[config.mk]
export PLATFORM = sky130hd
export DESIGN_NAME = pci_dma_xlate
export DESIGN_NICKNAME = d
export VERILOG_FILES = /design/src/rtl/pci_dma_xlate.sv
export SDC_FILE = /design/constraint.sdc
export NUM_CORES = 1
export LEC_CHECK = 0
export ABC_AREA = 1
export BUFFER_PORTS_ARGS = -buffer_cell sky130_fd_sc_hd__buf_2
export CAP_MARGIN = 20
export CORE_MARGIN = 2
export CORE_UTILIZATION = 45
export CTS_CLUSTER_SIZE = 10
export DETAILED_ROUTE_END_ITERATION = 16
export PLACE_DENSITY = 0.73
export SLEW_MARGIN = 10
export SYNTH_ARGS = -nofsm -noshare
export SYNTH_HDL_FRONTEND = slang
export SYNTH_SLANG_ARGS = --single-unit
export TNS_END_PERCENT = 100
[constraint.sdc]
create_clock -name clk -period 3.9 [get_ports clk]
set_input_delay 0.195 -clock clk [delete_from_list [all_inputs] [get_ports clk]]
set_output_delay 0.195 -clock clk [all_outputs]
set_load 0.02 [all_outputs]
[src/rtl/pci_dma_xlate.sv]
module pci_dma_xlate (
  input  logic        clk,
  input  logic        rst_n,
  input  logic        csr_we,
  input  logic [3:0]  csr_addr,
  input  logic [63:0] csr_wdata,
  output logic [63:0] csr_rdata,
  input  logic        req_valid,
  output logic        req_ready,
  input  logic [63:0] req_addr,
  output logic        resp_valid,
  output logic        resp_ok,
  output logic [34:0] resp_addr,
  output logic        mem_valid,
  input  logic        mem_ready,
  output logic [34:0] mem_addr,
  input  logic        mem_rvalid,
  input  logic [63:0] mem_rdata
);
  localparam int NWIN = 4;
  localparam int PW   = 35;
  localparam logic [31:0] PAGE_LOW = 32'h000F_FFFF;

  typedef enum logic [1:0] {S_IDLE, S_FETCH, S_WAIT} st_t;
  st_t st;

  logic [39:0]   wbase [NWIN];
  logic [31:0]   wmask [NWIN];
  logic [PW-1:0] wtba  [NWIN];
  logic          hole_en, big_en;

  logic [1:0] ridx;
  assign ridx = csr_addr[1:0];

  always_ff @(posedge clk) begin
    if (!rst_n) begin
      for (int i = 0; i < NWIN; i++) begin
        wbase[i] <= (i == NWIN - 1) ? 40'h2 : 40'h0;
        wmask[i] <= '0;
        wtba[i]  <= '0;
      end
      hole_en <= 1'b0;
      big_en  <= 1'b0;
    end else if (csr_we) begin
      case (csr_addr[3:2])
        2'd0: begin
          if (ridx == 2'd3)
            wbase[ridx] <= {csr_wdata[39], 7'b0, csr_wdata[31:20], 18'b0, 1'b1, csr_wdata[0]};
          else
            wbase[ridx] <= {8'b0, csr_wdata[31:20], 18'b0, csr_wdata[1:0]};
        end
        2'd1: wmask[ridx] <= {csr_wdata[31:20], 20'b0};
        2'd2: wtba[ridx]  <= {csr_wdata[34:10], 10'b0};
        default: begin
          if (ridx == 2'd0) begin
            hole_en <= csr_wdata[5];
            big_en  <= csr_wdata[6];
          end
        end
      endcase
    end
  end

  always_comb begin
    case (csr_addr[3:2])
      2'd0:    csr_rdata = {24'b0, wbase[ridx]};
      2'd1:    csr_rdata = {32'b0, wmask[ridx]};
      2'd2:    csr_rdata = {29'b0, wtba[ridx]};
      default: csr_rdata = (ridx == 2'd0) ? {57'b0, big_en, hole_en, 5'b0} : 64'b0;
    endcase
  end

  logic        sac, in_hole, big_hit, dac_hit, any_hit;
  logic [NWIN-1:0] hit;
  logic [31:0] mext [NWIN];
  logic [1:0]  sel;

  assign sac     = req_addr[63:32] == 32'b0;
  assign in_hole = hole_en && sac && req_addr[31:19] == 13'h1;
  assign big_hit = big_en && req_addr[63:41] == 23'b0 && req_addr[40];
  assign dac_hit = wbase[3][39] && wbase[3][0] && req_addr[63:44] == 20'b0 && req_addr[43];

  always_comb begin
    for (int i = 0; i < NWIN; i++) begin
      mext[i] = wmask[i] | PAGE_LOW;
      hit[i]  = sac && wbase[i][0] &&
                ((req_addr[31:0] & ~mext[i]) == {wbase[i][31:20], 20'b0});
    end
    hit[NWIN-1] = hit[NWIN-1] && !wbase[NWIN-1][39];
  end

  assign any_hit = |hit;

  always_comb begin
    sel = 2'd0;
    for (int i = NWIN - 1; i >= 0; i--)
      if (hit[i]) sel = 2'(i);
  end

  logic [PW-1:0] dir_pa, sg_pte, dac_pte;
  assign dir_pa  = (wtba[sel] & ~{3'b0, mext[sel]}) | {3'b0, req_addr[31:0] & mext[sel]};
  assign sg_pte  = (wtba[sel] & ~({3'b0, wmask[sel]} >> 10)) |
                   ({3'b0, req_addr[31:0] & (wmask[sel] | 32'h000F_E000)} >> 10);
  assign dac_pte = (wtba[3] & 35'h7_FFC0_0000) |
                   ({3'b0, req_addr[31:0] & 32'hFFFF_E000} >> 10);

  logic          d_fetch, d_ok;
  logic [PW-1:0] d_val;

  always_comb begin
    d_fetch = 1'b0;
    d_ok    = 1'b0;
    d_val   = '0;
    if (sac) begin
      if (!in_hole && any_hit) begin
        if (wbase[sel][1]) begin
          d_fetch = 1'b1;
          d_val   = sg_pte;
        end else begin
          d_ok  = 1'b1;
          d_val = dir_pa;
        end
      end
    end else if (big_hit) begin
      d_ok  = 1'b1;
      d_val = req_addr[PW-1:0];
    end else if (dac_hit) begin
      d_fetch = 1'b1;
      d_val   = dac_pte;
    end
  end

  logic [12:0] off_q;

  assign req_ready = st == S_IDLE;
  assign mem_valid = st == S_FETCH;

  always_ff @(posedge clk) begin
    if (!rst_n) begin
      st         <= S_IDLE;
      resp_valid <= 1'b0;
      resp_ok    <= 1'b0;
      resp_addr  <= '0;
      mem_addr   <= '0;
      off_q      <= '0;
    end else begin
      resp_valid <= 1'b0;
      case (st)
        S_IDLE: begin
          if (req_valid) begin
            if (d_fetch) begin
              st       <= S_FETCH;
              mem_addr <= d_val;
              off_q    <= req_addr[12:0];
            end else begin
              resp_valid <= 1'b1;
              resp_ok    <= d_ok;
              resp_addr  <= d_val;
            end
          end
        end
        S_FETCH: if (mem_ready) st <= S_WAIT;
        default: begin
          if (mem_rvalid) begin
            st         <= S_IDLE;
            resp_valid <= 1'b1;
            resp_ok    <= mem_rdata[0];
            resp_addr  <= mem_rdata[0] ? {1'b0, mem_rdata[21:1], off_q} : '0;
          end
        end
      endcase
    end
  end
endmodule

Word level (Yosys, flattened, before mapping)
Memory sizes are Yosys's and may differ from the RTL's.
Index checks and enable logic that the tools add are counted.
{ "word_totals": {"reg_bits": 89, "ramBits": 208, "inputBits": 202, "out_inout_bits": 138, "wordCells": 152, "mem_count": 3} }
{ "mem_list": {"columns": ["name", "depth", "width", "rd", "rd_ports_with_merged_regs", "write_ports", "line_no", "rtl"], "rows": [
  ["wtba", 4, 25, 3, 0, 4, "29", "logic [PW-1:0] wtba [NWIN];"],
  ["wbase", 4, 15, 6, 0, 4, "27", "logic [39:0] wbase [NWIN];"],
  ["wmask", 4, 12, 6, 0, 4, "28", "logic [31:0] wmask [NWIN];"]
]} }
{ "classes": {"n_lt_le_gt_ge": 1, "n_eq_ne": 13, "muxes": 70, "n_bitwise": 21, "n_reduce_logical": 36} }
{ "ops": {"columns": ["op", "n"], "rows": [
  ["two-way mux 35 bit", 8],
  ["bitwise AND 32 bit", 6],
  ["== test 32 bit", 4],
  ["NOT 32 bit", 4],
  ["case mux 40 bit (3 select lines)", 1],
  ["bitwise AND 35 bit", 2],
  ["OR 35 x 22 -> 35 bit", 2],
  ["case mux 35 bit (2 select lines)", 1],
  ["binary-select mux 32 bit (select 2 bit)", 1],
  ["two-way mux 32 bit", 2],
  ["two-way mux 1 bit", 37],
  ["NOT 22 -> 35 bit", 1],
  ["NOT 32 -> 35 bit", 1],
  ["OR 35 x 32 -> 35 bit", 1],
  ["two-way mux 34 bit", 1],
  ["zero test 32 bit", 1],
  ["two-way mux 15 bit", 2],
  ["two-way mux 25 bit", 1],
  ["OR reduction 25 bit", 1],
  ["zero test 23 bit", 1],
  ["two-way mux 2 bit", 11],
  ["zero test 20 bit", 1],
  ["logical AND 1 bit", 17],
  ["OR reduction 15 bit", 1],
  ["other kinds (22)", 33]
]} }

Longest topological paths before layout
Gate-level depths: netlist of run 1.
An unclocked memory read counts as a cell.
{ "logic_depth": {"depth_word": 23, "ltp_mapped": 23, "depth_no_buf": 22} }

Worst setup path before layout of run 1
No wires, ideal clock.
{ "synth_timing": {"kind": "input to register", "startpoint": "input port csr_addr[0]", "endpoint": "memory wtba[0][0] (netlist name), enable pin", "setup_ps": 446, "arrival_time_ps": 3099, "required_time_ps": 3454, "slack_ps": 355, "stages": 6, "path_buffers": 3, "path_cell_list": "clkbuf_1 nor2_1 inv_1 clkbuf_1 clkbuf_1 o31ai_1"} }
{ "synth_rtl": {"columns": ["element", "line_no", "rtl"], "rows": [
  ["start, declared", "5", "input logic [3:0] csr_addr,"],
  ["end, declared", "29", null]
]} }

==> results of run 1 <==
==> timing repair <==
item,4_1_cts,5_1_grt
gates resized for setup,0,1
hold endpoints to repair,44,0
setup endpoints to repair,0,11
setup buffers,0,0
hold buffers,34,0
==> metal layers <==
metal,vias to the layer above,part of all wire [%],GRT usage [%]
met1,8804,39,47.5
met5,-,0.014,0
met4,2,5.2,16.9
li1,8677,-,-
met2,1250,44,56.1
met3,224,12,8.60
==> kinds of logic (layout without fill, tap and decap cells) <==
logic type | Yosys count | count (layout) | synth area share (%)
and+or+nand+nor | 1330 | 1330 | 31.1
buffers and inverters | 491 | 749 | 11.5
AOI/OAI and AO/OA | 382 | 382 | 12.4
DFF | 297 | 297 | 44.7
xor gates and xnor gates | 6 | 6 | 0.293
other | 1 | 37 | 0.0209
==> registers in the layout, indices dropped and copies added (netlist names) <==
name	count
wbase	60
off_q	13
mem_addr	35
wtba	100
resp_addr	35
wmask	48
big_en	1
st	2
hole_en	1
resp_ok	1
resp_valid	1
==> power by group through the flow <==
stage	combinational, mW	sequential [mW]	clock (mW)
floorplan	0.626	3.68	0
global placement	1.09	3.70	0
detailed placement	1.10	3.70	0
CTS	1.13	3.64	3.27
global route	1.24	3.65	3.38
finish	1.15	3.64	3.24
==> Yosys cell counts, drive strengths merged (6+ instances only) <==
cell type  count
o221ai        19
nor4           9
nand3        261
nand4         14
clkinv         6
a22oi         33
dfxtp         89
a21oi        118
inv          327
o22ai         29
clkbuf        70
o21ai        163
nand3b        12
nor3          17
nor2         473
buf           88
edfxtp       208
nand2        538
==> critical path, cell delays in order, from the launching register on <==
cell,delay (ps)
edfxtp_1,400
inv_1,190
nand2_1,100
nand2_1,70
nand2_1,50
inv_1,60
nand2_1,110
nor2_1,120
nand2_1,70
nor2_1,360
nand2_1,100
nand2_1,220
nand2_2,140
nand2_1,80
nand3_1,80
nand2_2,130
nand2_4,70
nand2_4,70
nand2_2,80
nor2_2,630
buf_12,250
o21ai_0,90
nor2_1,140
==> area by class of cell <==
cell class | count | area [um2]
Fill cell | 3687 | 18100
Multi-Input combinational cell | 1755 | 8030
Inverter | 333 | 1250
Clock buffer | 49 | 1010
Timing Repair Buffer | 361 | 2360
Tap cell | 525 | 657
Clock inverter | 6 | 81.3
Sequential cell | 297 | 8030
==> worst max-delay path by stage <==
stage                                   start                         to
global route            wmask[3][0]$_DFFE_PP_  mem_addr[28]$_SDFFE_PN0P_
floorplan                         csr_addr[0]   wtba[0][0]$_SDFFCE_PN0P_
finish                 wmask[3][11]$_DFFE_PP_  mem_addr[25]$_SDFFE_PN0P_
detailed placement               req_addr[41]  mem_addr[25]$_SDFFE_PN0P_
global placement                 req_addr[41]  mem_addr[31]$_SDFFE_PN0P_
CTS                 wmask[2][1]$_SDFFCE_PN0P_  mem_addr[31]$_SDFFE_PN0P_
==> cells in the final DEF, fill, tap and decap left out, types with 16 or more instances in the layout <==
master           n
buf_2          229
nand3_1        254
nand2_1        529
inv_1          312
nor3_1          17
inv_2           16
conb_1          37
o21ai_1         65
edfxtp_1       208
o221ai_1        19
clkbuf_16       38
o22ai_1         29
nor2_1         456
dfxtp_1         89
buf_4           87
dlygate4sd3_1   34
a21oi_1        107
a22oi_1         33
o21ai_0         95
==> reports/qor.csv, run 1 <==
metric,value,unit
status,finished clean,
synth_edf_count,208,
initial_core_util,45.4,%
worstSetupPathType,flip-flop to flip-flop,
tns,0,ps
slew_violations,0,
maxSlewHeadroom,42.6,%
dpl.hpwl,55600,um
die-area,41500,um2
portBuffers,229,
p_leak,9.83,nW
p_int,5.76,mW
cts_buffer_depth,3,
dr.first_iter.drc_count,2513,
postPlaceCellArea,20000,um2
htreeDepth,2,
holdPathStages,5,
fin_ws,208,ps
cp-end-kind,flip-flop,
synth_area,17900,um2
grt-ovfl-total,0,
p_switching,2.28,mW
hold_viol_final,0,
ir_worst_vdd,0.288,mV
drive_gt1_share,15.8,%
core_area,39500,um2
worstHoldStart,mem_rdata[2],
maxCapViolations,0,
required,4390,ps
synth_cells,2507,
nets,2987,
setup_violations,0,
wl_per_cell,22.9,um
clkTransAtPathRegs,50,ps
rows,73,
worst_setup_path_start_kind,flip-flop,
grt_util_all_layers,36.1,%
timing.final.crit_share,94.7,%
ys_types,48,
reg2reg_slack,210,ps
switching_share,28.3,%
rr_worst_depth,22,
diodes,0,
dp.cells,3237,
yosysTopAreaCellShare,34.8,%
clk_latency,570,ps
synthArstFlopShare,0,%
synthFlopType,edfxtp_1,
finClkSkew,16.2,ps
seqPwrFrac,45.3,%
power,8.04,mW
place.gp.congestion,1.04,
routed_wl,76100,um
numCtsBuffers,37,
cts_tree,done,
dpl_worst_slack,236,ps
fin_cells,3326,
crit_arrival,4180,ps
antenna_found_initial,2,
io_pins,340,
hold_class,input port to flip-flop,
worstPathMaxFanout,23,
drc,0,
final_core_util,54.2,%
fin_hold_ws,22.7,ps
layout_min_cycle_time,3690,ps
vias,18957,
synth_top_cell_by_area,edfxtp_1,
r2r-start,wmask[3][11]$_DFFE_PP_,
areaGrowthSynthToFinish,19.4,%
power_density,375,nW/um2
fin_area,21400,um2
grt_max_degree,63,
clkPwrFrac,40.3,%
syn_avg_cell_area,7.16,um2
yosysSeqAreaShare,44.7,%
rsz0062_at_grt,no,
combinationalPowerShare,14.3,%
clock-root-buffer,clkbuf_16,
worstMarginPinSlew,858,ps
die_w,204,um
ant_nets,0,
vias_per_cell,5.70,
ys_warn_count,0,
grt_pass1_wl,110000,um
first_global_vias,17492,
die_h,204,um
synth_seq_cells,297,
clock_sinks,297,
rr_endpoint,mem_addr[25]$_SDFFE_PN0P_,
dr.pass1.iters,8,
min_to,resp_addr[14]$_SDFFE_PN0P_,
synth_area_leaders,"edfxtp_1, nand2_1, dfxtp_1",
fmax,271,MHz
No activity file was read; power rests on OpenSTA's default activity.
==> inputs of run 2 (changes only) <==
--- a/config.mk
+++ b/config.mk
@@ -5,14 +5,13 @@
 export SDC_FILE = /design/constraint.sdc
 export NUM_CORES = 1
 export LEC_CHECK = 0
-export ABC_AREA = 1
 export BUFFER_PORTS_ARGS = -buffer_cell sky130_fd_sc_hd__buf_2
 export CAP_MARGIN = 20
 export CORE_MARGIN = 2
 export CORE_UTILIZATION = 45
 export CTS_CLUSTER_SIZE = 10
 export DETAILED_ROUTE_END_ITERATION = 16
-export PLACE_DENSITY = 0.73
+export PLACE_DENSITY = 0.74
 export SLEW_MARGIN = 10
 export SYNTH_ARGS = -nofsm -noshare
 export SYNTH_HDL_FRONTEND = slang
==> run 2 against run 1 <==
- worst setup slack got worse by 32 ps
- clock-buffer cell count increased by 5
- highest routed layer unchanged
- final cell count decreased by 31%
- first-iteration DRC count decreased by 31%
- via count decreased by 26%
- critical endpoint is now resp_addr[20]$_SDFFE_PN0P_
==> reports/qor.csv, run 2 <==
metric,value,unit,change
status,finished clean,,
post_cts_buffers,0,,unchanged
die_h,193,um,-5.1%
worstMarginPinSlew,1070,ps,+216 ps
nets,2006,,-33%
dr.first_iter.drc_count,1725,,-31%
startpoint,wmask[1][9]$_SDFFCE_PN0P_,,
combinationalPowerShare,12.9,%,-1.4 points
syn_avg_cell_area,10.5,um2,+47%
finClkSkew,28.9,ps,+12.6 ps
clkTransAtPathRegs,60,ps,about the same
crit_arrival,4160,ps,-20 ps
p_switching,2.06,mW,-9.6%
hold_viol_final,0,,unchanged
grt_pass1_wl,85300,um,-23%
synth_area,16100,um2,-10%
ant_nets,0,,unchanged
biggestRegsByFlops,"wtba: 100 flops, wbase: 60 flops, wmask: 48 flops",,
die-area,37400,um2,-10%
r2r-start,wmask[1][9]$_SDFFCE_PN0P_,,
synth-compound-area-share,13.1,%,+0.69 points
clkPwrFrac,40.2,%,about the same
ys_warn_count,0,,unchanged
routed_wl,58600,um,-23%
synth_edf_count,208,,unchanged
drc,0,,unchanged
drive_gt1_share,25.2,%,+9.4 points
synth_commonest_cells,"edfxtp_1, nor2_1, nand2_1",,
final_core_util,54.6,%,+0.44 points
final_cell_mix,"buf_2, edfxtp_1, nor2_1",,
rsz0062_at_grt,no,,
maxSlewHeadroom,28.2,%,-14 points
hold_class,input port to flip-flop,,
synthArstFlopShare,0,%,unchanged
synth_cells,1534,,-39%
initial_core_util,45.5,%,+0.18 points
fin_cells,2289,,-31%
dr.pass1.iters,6,,-2
p_leak,7.58,nW,-23%
cts_buffer_depth,3,,unchanged
antenna_found_initial,4,,+2
grt_util_all_layers,30.2,%,-5.9 points
ys_types,68,,+42%
vias,14058,,-26%
vias_per_cell,6.14,,+7.8%
place.gp.congestion,0.981,,-6.0%
slew_violations,0,,unchanged
fillerInstances,3078,,-17%
worstSetupPathType,flip-flop to flip-flop,,
clock-root-buffer,clkbuf_16,,
cp-end-kind,flip-flop,,
dpl.hpwl,41200,um,-26%
dp.cells,2201,,-32%
io_pins,340,,unchanged
tns,0,ps,unchanged
cts_tree,done,,
synthXorXnorAreaFrac,2.65,%,+2.4 points
timing.final.crit_share,95.5,%,+0.81 points
synthFlopType,edfxtp_1,,
rows,69,,-5.5%
synth_top_family_by_area,simple AND/OR/NAND/NOR gates,,
largest_reg_flops,100,,unchanged
layout_min_cycle_time,3720,ps,+31.8 ps
grt_max_degree,102,,+62%
maxCapViolations,0,,unchanged
p_int,5.68,mW,-1.3%
synthSimpleGateAreaFrac,15.2,%,-16 points
yosysTopAreaCellShare,38.7,%,+3.9 points
fmax,269,MHz,-0.85%
synth_fa_ha_area_share,0,%,unchanged
required,4330,ps,-60 ps
final_common_cell,buf_2,,
yosysSeqAreaShare,49.8,%,+5.1 points
portBuffers,229,,unchanged
worstPathMaxFanout,3,,-87%
areaGrowthSynthToFinish,19.9,%,
synth_most_common_cell,edfxtp_1,,
setup_violations,0,,unchanged
wl_per_cell,25.6,um,+12%
ir_worst_vdd,0.292,mV,+1.4%
worstHoldStart,csr_wdata[12],,
top_register,wtba,,
first_global_vias,13295,,-24%
switching_share,26.6,%,-1.8 points
htreeDepth,2,,unchanged
die_w,193,um,-5.1%
synthMuxAreaShare,12.8,%,+13 points
grt-ovfl-total,0,,unchanged
seqPwrFrac,46.9,%,+1.6 points
core_area,35400,um2,-11%
clk_latency,540,ps,-30 ps
power_density,401,nW/um2,+6.8%
clock_sinks,297,,unchanged
synth_seq_cells,297,,unchanged
synth_area_leaders,"edfxtp_1, dfxtp_1, mux4_2",,
synth_top_cell_by_area,edfxtp_1,,
worst_setup_path_start_kind,flip-flop,,
numCtsBuffers,37,,unchanged
## run 2: changes by cell type after synthesis, moves of 46 or more
| cell | before | now |
|---|---|---|
| mux2i_1 | 0 | 78 |
| nand2_1 | 529 | 127 |
| mux4_2 | 0 | 52 |
| nand3_1 | 254 | 25 |
| o21ai_1 | 65 | 4 |
| a21oi_1 | 107 | 58 |
| nor2b_1 | 0 | 71 |
| xnor2_1 | 1 | 47 |
| inv_1 | 313 | 69 |
| nor2_1 | 459 | 189 |
## run 2: cells by family after synthesis
logic type / count (synthesis)
multiplexers: 140
flip-flops: 297
other: 1
XOR/XNOR: 48
buffers and inverters: 215
AO/OA/AOI/OAI: 315
AND/OR/NAND/NOR: 518
## run 2: cell type report
class | instances | area (um2) | share of cell area [%]
clock inverter | 8 | 66.3 | 0.343
multi-input combinational | 1059 | 7290 | 37.7
antenna | 1 | 2.50 | 0.0129
tap | 461 | 577 | 2.98
timing repair buffer | 340 | 2100 | 10.9
inverter | 69 | 259 | 1.34
sequential | 297 | 8030 | 41.5
clock buffer | 54 | 1000 | 5.17
## run 2: power groups by stage
| stage | Clock, mW | Combinational [mW] | Sequential (mW) |
|---|---|---|---|
| global route | 3.26 | 1.04 | 3.65 |
| floorplan | 0 | 0.559 | 3.68 |
| finish | 3.11 | 0.996 | 3.63 |
| CTS | 3.12 | 0.974 | 3.63 |
| global placement | 0 | 0.942 | 3.68 |
| detailed placement | 0 | 0.949 | 3.69 |
## run 2: metrics by stage
stage	hold WS, ps	total power, mW	setup slack, ps	instance area (um2)
finish	16.0	7.74	176	19300
global route	17.2	7.94	34.9	19300
floorplan	334	4.24	536	16300
detailed placement	449	4.64	15.8	18000
CTS	5.89	7.72	62.7	19300
global placement	439	4.62	88.8	18000
## run 2: routing by layer
metal  part of all wire, %  vias up  GRT usage [%]  wire length (um)
met2                    47     1021           49.4             27400
li1                      -     6059              -                 -
met1                    37     6815           40.4             21900
met3                    12      157           6.29              7050
met4                   3.8        6           9.78              2220
met5                 0.070        -              0                41
## run 2: path summary, 6_finish.rpt
| check | endpoint | slack [ps] | depth (start not counted) |
|---|---|---|---|
| setup / recovery | resp_addr[20]$_SDFFE_PN0P_ | 180 | 11 |
| hold / removal | wtba[3][2]$_DFFE_PP_ | 20 | 3 |
| setup reg to reg | resp_addr[20]$_SDFFE_PN0P_ | 180 | 11 |
| hold reg to reg | off_q[11]$_SDFFE_PN0P_ | 460 | 2 |
## run 2: critical path, stage by stage, from the launching register on
cell      delay [ps]
edfxtp_1         450
nor2b_1          190
xnor2_1          240
nand4_1          190
or4_1            640
a311oi_2         380
buf_4            180
o21ai_0          210
mux2_2           350
a222oi_1         480
o2111a_1         260
nor3_1            50
## run 2: repair_timing
| action | 4_1_cts | 5_1_grt |
|---|---|---|
| gates resized for setup | 0 | 5 |
| hold endpoints to repair | 29 | 0 |
| hold buffers | 24 | 0 |
| endpoints found under the setup margin | 0 | 17 |
